==> src/rtl/pm_state_pkg.sv <==
package pm_state_pkg;
  localparam int DATA_W = 32;
  localparam int BE_W   = DATA_W / 8;
  localparam int ADDR_W = 8;

  typedef enum logic [1:0] {
    PS_D0 = 2'b00,
    PS_D1 = 2'b01,
    PS_D2 = 2'b10,
    PS_D3 = 2'b11
  } pstate_e;

  typedef enum logic [1:0] {
    CYC_CFG0 = 2'b00,
    CYC_CFG1 = 2'b01,
    CYC_MEM  = 2'b10,
    CYC_IO   = 2'b11
  } cyc_kind_e;

  function automatic logic state_supported(input logic [1:0] code);
    return (code == PS_D0) || (code == PS_D3);
  endfunction
endpackage

==> src/rtl/pm_state_regs.sv <==
module pm_state_regs
  import pm_state_pkg::*;
#(
  parameter logic [5:0] LOW_RO_BITS = 6'b000010
) (
  input  logic              clk,
  input  logic              rst_n,
  input  logic              por_n,
  input  logic              wr_en,
  input  logic [DATA_W-1:0] wdata,
  input  logic [BE_W-1:0]   be,
  output pstate_e           ps,
  output logic [DATA_W-1:0] value
);
  localparam int PME_BIT = 8;

  pstate_e ps_q;
  logic    pme_q;
  logic    ps_rst_n;

  assign ps_rst_n = rst_n & por_n;

  always_ff @(posedge clk or negedge ps_rst_n) begin
    if (!ps_rst_n) begin
      ps_q <= PS_D0;
    end else if (wr_en && be[0] && state_supported(wdata[1:0])) begin
      ps_q <= pstate_e'(wdata[1:0]);
    end
  end

  always_ff @(posedge clk or negedge por_n) begin
    if (!por_n) begin
      pme_q <= 1'b0;
    end else if (wr_en && be[1]) begin
      pme_q <= wdata[PME_BIT];
    end
  end

  always_comb begin
    value          = '0;
    value[1:0]     = ps_q;
    value[7:2]     = LOW_RO_BITS;
    value[PME_BIT] = pme_q;
  end

  assign ps = ps_q;

  p_ps_legal_r3: assert property (@(posedge clk) disable iff (!ps_rst_n)
    (ps_q == PS_D0) || (ps_q == PS_D3));

  p_ps_hold_r3: assert property (@(posedge clk) disable iff (!ps_rst_n)
    (wr_en && be[0] && !state_supported(wdata[1:0])) |=> $stable(ps_q));

  p_ps_be_r6: assert property (@(posedge clk) disable iff (!ps_rst_n)
    (wr_en && !be[0]) |=> $stable(ps_q));

  p_pme_be_r6: assert property (@(posedge clk) disable iff (!por_n)
    (wr_en && !be[1]) |=> $stable(pme_q));
endmodule

==> src/rtl/pm_cycle_gate.sv <==
module pm_cycle_gate
  import pm_state_pkg::*;
(
  input  logic      clk,
  input  logic      rst_n,
  input  pstate_e   ps,
  input  logic      dn_valid,
  input  cyc_kind_e dn_kind,
  output logic      dn_claim,
  output logic      dn_abort,
  output logic      irq_allow,
  output logic      mmio_allow
);
  logic full_power;

  assign full_power = (ps == PS_D0);
  assign dn_claim   = dn_valid && (full_power || dn_kind == CYC_CFG0);
  assign dn_abort   = dn_valid && !full_power && dn_kind != CYC_CFG0;
  assign irq_allow  = full_power;
  assign mmio_allow = full_power;

  p_excl_r8: assert property (@(posedge clk) disable iff (!rst_n)
    !(dn_claim && dn_abort));

  p_cfg0_claim_r8: assert property (@(posedge clk) disable iff (!rst_n)
    (dn_valid && dn_kind == CYC_CFG0) |-> dn_claim);

  p_abort_valid_r8: assert property (@(posedge clk) disable iff (!rst_n)
    dn_abort |-> dn_valid);

  p_d0_noabort_r7: assert property (@(posedge clk) disable iff (!rst_n)
    (ps == PS_D0) |-> !dn_abort);

  p_d3_blocked_r9: assert property (@(posedge clk) disable iff (!rst_n)
    (ps == PS_D3) |-> (!irq_allow && !mmio_allow));
endmodule

==> src/rtl/pm_state_gate.sv <==
module pm_state_gate
  import pm_state_pkg::*;
#(
  parameter logic [ADDR_W-1:0] REG_OFFSET = 8'h84
) (
  input  logic              clk,
  input  logic              rst_n,
  input  logic              por_n,
  input  logic              cfg_req_valid,
  output logic              cfg_req_ready,
  input  logic              cfg_req_write,
  input  logic [ADDR_W-1:0] cfg_req_addr,
  input  logic [DATA_W-1:0] cfg_req_wdata,
  input  logic [BE_W-1:0]   cfg_req_be,
  output logic              cfg_rsp_valid,
  input  logic              cfg_rsp_ready,
  output logic [DATA_W-1:0] cfg_rsp_rdata,
  input  logic              dn_valid,
  input  logic [1:0]        dn_kind,
  output logic              dn_claim,
  output logic              dn_abort,
  output logic              irq_allow,
  output logic              mmio_allow,
  output logic [1:0]        power_state
);
  localparam int DW_LSB = 2;

  logic              rst_all_n;
  logic              accept;
  logic              hit;
  logic              rsp_valid_q;
  logic [DATA_W-1:0] rsp_data_q;
  logic [DATA_W-1:0] reg_value;
  pstate_e           ps;

  assign rst_all_n     = rst_n & por_n;
  assign cfg_req_ready = !rsp_valid_q;
  assign accept        = cfg_req_valid && cfg_req_ready;
  assign hit           = cfg_req_addr[ADDR_W-1:DW_LSB] == REG_OFFSET[ADDR_W-1:DW_LSB];

  pm_state_regs u_regs (
    .clk   (clk),
    .rst_n (rst_n),
    .por_n (por_n),
    .wr_en (accept && cfg_req_write && hit),
    .wdata (cfg_req_wdata),
    .be    (cfg_req_be),
    .ps    (ps),
    .value (reg_value)
  );

  pm_cycle_gate u_gate (
    .clk        (clk),
    .rst_n      (rst_all_n),
    .ps         (ps),
    .dn_valid   (dn_valid),
    .dn_kind    (cyc_kind_e'(dn_kind)),
    .dn_claim   (dn_claim),
    .dn_abort   (dn_abort),
    .irq_allow  (irq_allow),
    .mmio_allow (mmio_allow)
  );

  always_ff @(posedge clk or negedge rst_all_n) begin
    if (!rst_all_n) begin
      rsp_valid_q <= 1'b0;
      rsp_data_q  <= '0;
    end else if (accept) begin
      rsp_valid_q <= 1'b1;
      rsp_data_q  <= (!cfg_req_write && hit) ? reg_value : '0;
    end else if (cfg_rsp_ready) begin
      rsp_valid_q <= 1'b0;
    end
  end

  assign cfg_rsp_valid = rsp_valid_q;
  assign cfg_rsp_rdata = rsp_data_q;
  assign power_state   = ps;

  p_rsp_hold_r10: assert property (@(posedge clk) disable iff (!rst_all_n)
    (cfg_rsp_valid && !cfg_rsp_ready) |=> (cfg_rsp_valid && $stable(cfg_rsp_rdata)));

  p_stall_r10: assert property (@(posedge clk) disable iff (!rst_all_n)
    cfg_rsp_valid |-> !cfg_req_ready);

  p_accept_rsp_r10: assert property (@(posedge clk) disable iff (!rst_all_n)
    (cfg_req_valid && cfg_req_ready) |=> cfg_rsp_valid);
endmodule

==> config.mk <==
export PLATFORM = sky130hd
export DESIGN_NAME = pm_state_gate
export DESIGN_NICKNAME = d
export VERILOG_FILES = /design/src/rtl/pm_state_pkg.sv /design/src/rtl/pm_state_regs.sv /design/src/rtl/pm_cycle_gate.sv /design/src/rtl/pm_state_gate.sv
export SDC_FILE = /design/constraint.sdc
export NUM_CORES = 1
export LEC_CHECK = 0
export BUFFER_PORTS_ARGS = -buffer_cell sky130_fd_sc_hd__buf_4
export CAP_MARGIN = 20
export CORE_MARGIN = 10
export CORE_UTILIZATION = 32
export CTS_CLUSTER_SIZE = 12
export DETAILED_ROUTE_END_ITERATION = 6
export PLACE_DENSITY = 0.84
export SLEW_MARGIN = 20
export SYNTH_ARGS = -nofsm -noshare
export SYNTH_HDL_FRONTEND = slang
export SYNTH_SLANG_ARGS = --single-unit
==> constraint.sdc <==
create_clock -name clk -period 2.8 [get_ports clk]
set_clock_uncertainty 0.2 [all_clocks]
set_input_delay 0.14 -clock clk [delete_from_list [all_inputs] [get_ports clk]]
set_output_delay 0.14 -clock clk [all_outputs]
set_load 0.005 [all_outputs]
==> reports/summary.txt <==
Post-synth cell types = 21
Worst-path maximum fanout = 3
Initial antenna violation count = 0
Crit end category = flop
Avg Cell Area, Syn = 8.51 sq um
Yosys reg bits = 8
CTS clk-pin slew, worst paths = 50 ps
Post-Place Cells = 133
Post-synthesis xor/xnor area fraction = 0%
Sequential-to-total area share from yosys stat = 30.5%
Setup CP Type = in -> reg
Most frequent cells in the layout = buf_4, conb_1, nand2_1
WP data arrival = 1450 ps
RD Place Congestion = 0.747
Min cycle time layout = 1520 ps
Hold Path Class = in -> async
Vias in the first global route = 633
RR Startpoint = cfg_rsp_valid$_DFFE_PN0P_
Fillers = 215
Chip Height = 65.3 um
First-pass GRT wire length = 2940 um
Synth top area share = 33.2%
Max Cap Viol = 0
Cell accounting for the most synthesized area = buf_4
End of the worst register-to-register path = u_regs.pme_q$_DFFE_PN0P_
CTS max path bufs = 2
CTS tree = built
Mux contribution to synthesized area = 1.72%
Layout cell share with drive strength beyond 1 = 31.3%
Cells along the critical path = dlygate4sd3_1, buf_4, and3b_1, nand4_1, mux2_1
YS warnings = 0
CP required = 2730 ps
Leakage = 0.463 nW
Starting Density = 33.4%
P per Cell Area = 315 nW/um^2
Final period util = 54.3%
CP Launch Type = primary input
Setup tns final = 0 ps
R2R cell count = 3
Cts repair resizes = 0
Adder and majority gate portion of the synthesized area = 0%
Highest clock rate = 657 MHz
Simple-gate share of the synthesized area = 23.1%
Diode count = 0
# DRC = 0
Std-Cell Rows = 16
Combinational family with the most area after synthesis = buffers and inverters
Clk sink count = 8
Pwr Total = 0.280 mW
Htree depth = 1
Mapped Cells = 77
Final std cells w/o fill = 142
Area delta synth->final = 35.5%
# IOs = 93
Compound-Gate Fraction of Synth Area = 9.73%
Global Route Usage Sum = 8.59%
Synth area leaders = buf_4, dfrtp_1, nand2_1, o21ai_1, nand2b_1
Via-to-Cell Ratio = 4.08
Multi-input gate area = 332 sq um
CP top delay family = buffers and inverters
Outcome = finished clean
Die outline width = 65.3 um
Nets = 170
Port Buf Inserts = 31
DR vias = 579
Final hold violation count = 0
Worst VDD drop = 0.000160 V
Clock Latency Late Sink = 250 ps
Wire per inst = 12.9 um
Pins Over Slew Limit = 0
Core region area = 1960 sq um
GR Overflow Total = 0
Sequential cell area = 200 sq um
Count of final setup violators = 0
Number of buffers created by CTS = 3
Routed WL = 1830 um
Synthesized cell area = 656 sq um
R2R setup slack = 1320 ps
Postcts setup bufs = 0
Detail Route Antenna Nets = 0
Root Buffer = clkbuf_4
CP Buf/Inv Count = 2
Largest net degree at the start of global routing = 8
1st-pass router iterations = 3
RSZ-0062 raised after global routing = false
Most common cell after layout, fill and taps aside = buf_4
Critical path's slowest cell = dlygate4sd3_1
Area of the die = 4260 sq um
Slowest stage delay, CP = 540 ps
Post-detail-place hpwl = 1640 um
Initial drt markers = 4
==> sequential cells by signal, summed over array words and instances (netlist names) <==
register	cells
cfg_rsp_rdata	4
u_regs.pme_q	1
cfg_rsp_valid	1
u_regs.ps	2
==> cell type report <==
cell class	count	share of cell area, %
clock buffers	3	2.54
repair buffers	37	33.0
inverters	2	0.845
flip-flops and latches	8	22.5
multi-input cells	65	37.3
well taps	27	3.80
==> worst reg2reg max path: cells and delay by family (launching register included) <==
kind	cells	cell delay (ps)
DFF	1	430
and+or+nand+nor	2	390
muxes	1	340
==> metal layers <==
metal,vias up,share of wire [%],track usage [%]
met2,33,55,15.4
met3,0,13,5.59
met5,-,0,0
met4,0,0,4.01
met1,265,32,7.25
li1,281,-,-
==> per-stage QoR <==
stage | area [sq um] | hold slack, ps | worst slack (ps) | util [%]
after floorplan | 757 | -356 | 1350 | -
after global placement | 806 | -280 | 1190 | 41.1
after detailed placement | 806 | -278 | 1130 | 41.1
after CTS | 888 | 11.8 | 1280 | 45.3
after global routing | 888 | 9.79 | 1210 | 45.3
final | 888 | 17.3 | 1280 | 45.3
==> power by group <==
group	switching, mW	total (mW)	internal [mW]
combinational	0.0340	0.0725	0.0385
sequential	0.00389	0.123	0.119
clock	0.0354	0.0842	0.0488
total	0.0734	0.280	0.206
==> timing repair <==
item | 4_1_cts | 5_1_grt
endpoints found under the hold margin | 14 | 0
endpoints found under the setup margin | 0 | 0
hold buffers | 6 | 0
==> logic make-up (layout without fill, tap and decap cells) <==
logic type | after synthesis | in the layout
DFF | 8 | 8
and+or+nand+nor | 26 | 26
buffers and inverters | 31 | 42
muxes | 1 | 1
other | 1 | 28
AOI/OAI and AO/OA | 10 | 10
==> worst max path at each step <==
stage                             startpoint                  endpoint  slack (ps)  depth (start not counted)
floorplan                    cfg_req_addr[5]  u_regs.ps[0]$_DFFE_PN0P_        1350                          3
global placement             cfg_req_addr[5]  u_regs.ps[1]$_DFFE_PN0P_        1190                          4
detailed placement           cfg_req_addr[5]  u_regs.ps[0]$_DFFE_PN0P_        1130                          4
CTS                 u_regs.ps[1]$_DFFE_PN0P_                  dn_claim        1280                          3
global route        u_regs.ps[1]$_DFFE_PN0P_                  dn_claim        1210                          3
finish                         cfg_req_write  u_regs.pme_q$_DFFE_PN0P_        1280                          5
==> synth_stat cells <==
| library cell | n |
|---|---|
| and2_1 | 2 |
| and3b_1 | 1 |
| buf_4 | 29 |
| conb_1 | 1 |
| dfrtp_1 | 8 |
| inv_1 | 2 |
| mux2_1 | 1 |
| nand2_1 | 10 |
| nand2b_1 | 3 |
| nand3b_1 | 1 |
| nand4_1 | 2 |
| nor2_1 | 2 |
| nor2b_1 | 2 |
| nor4b_1 | 1 |
| o211ai_1 | 2 |
| o21ai_0 | 1 |
| o21ai_1 | 4 |
| o22ai_1 | 1 |
| o41ai_1 | 2 |
| or3_4 | 1 |
| or4b_4 | 1 |
Note: power is estimated with default switching activity, not from simulation.
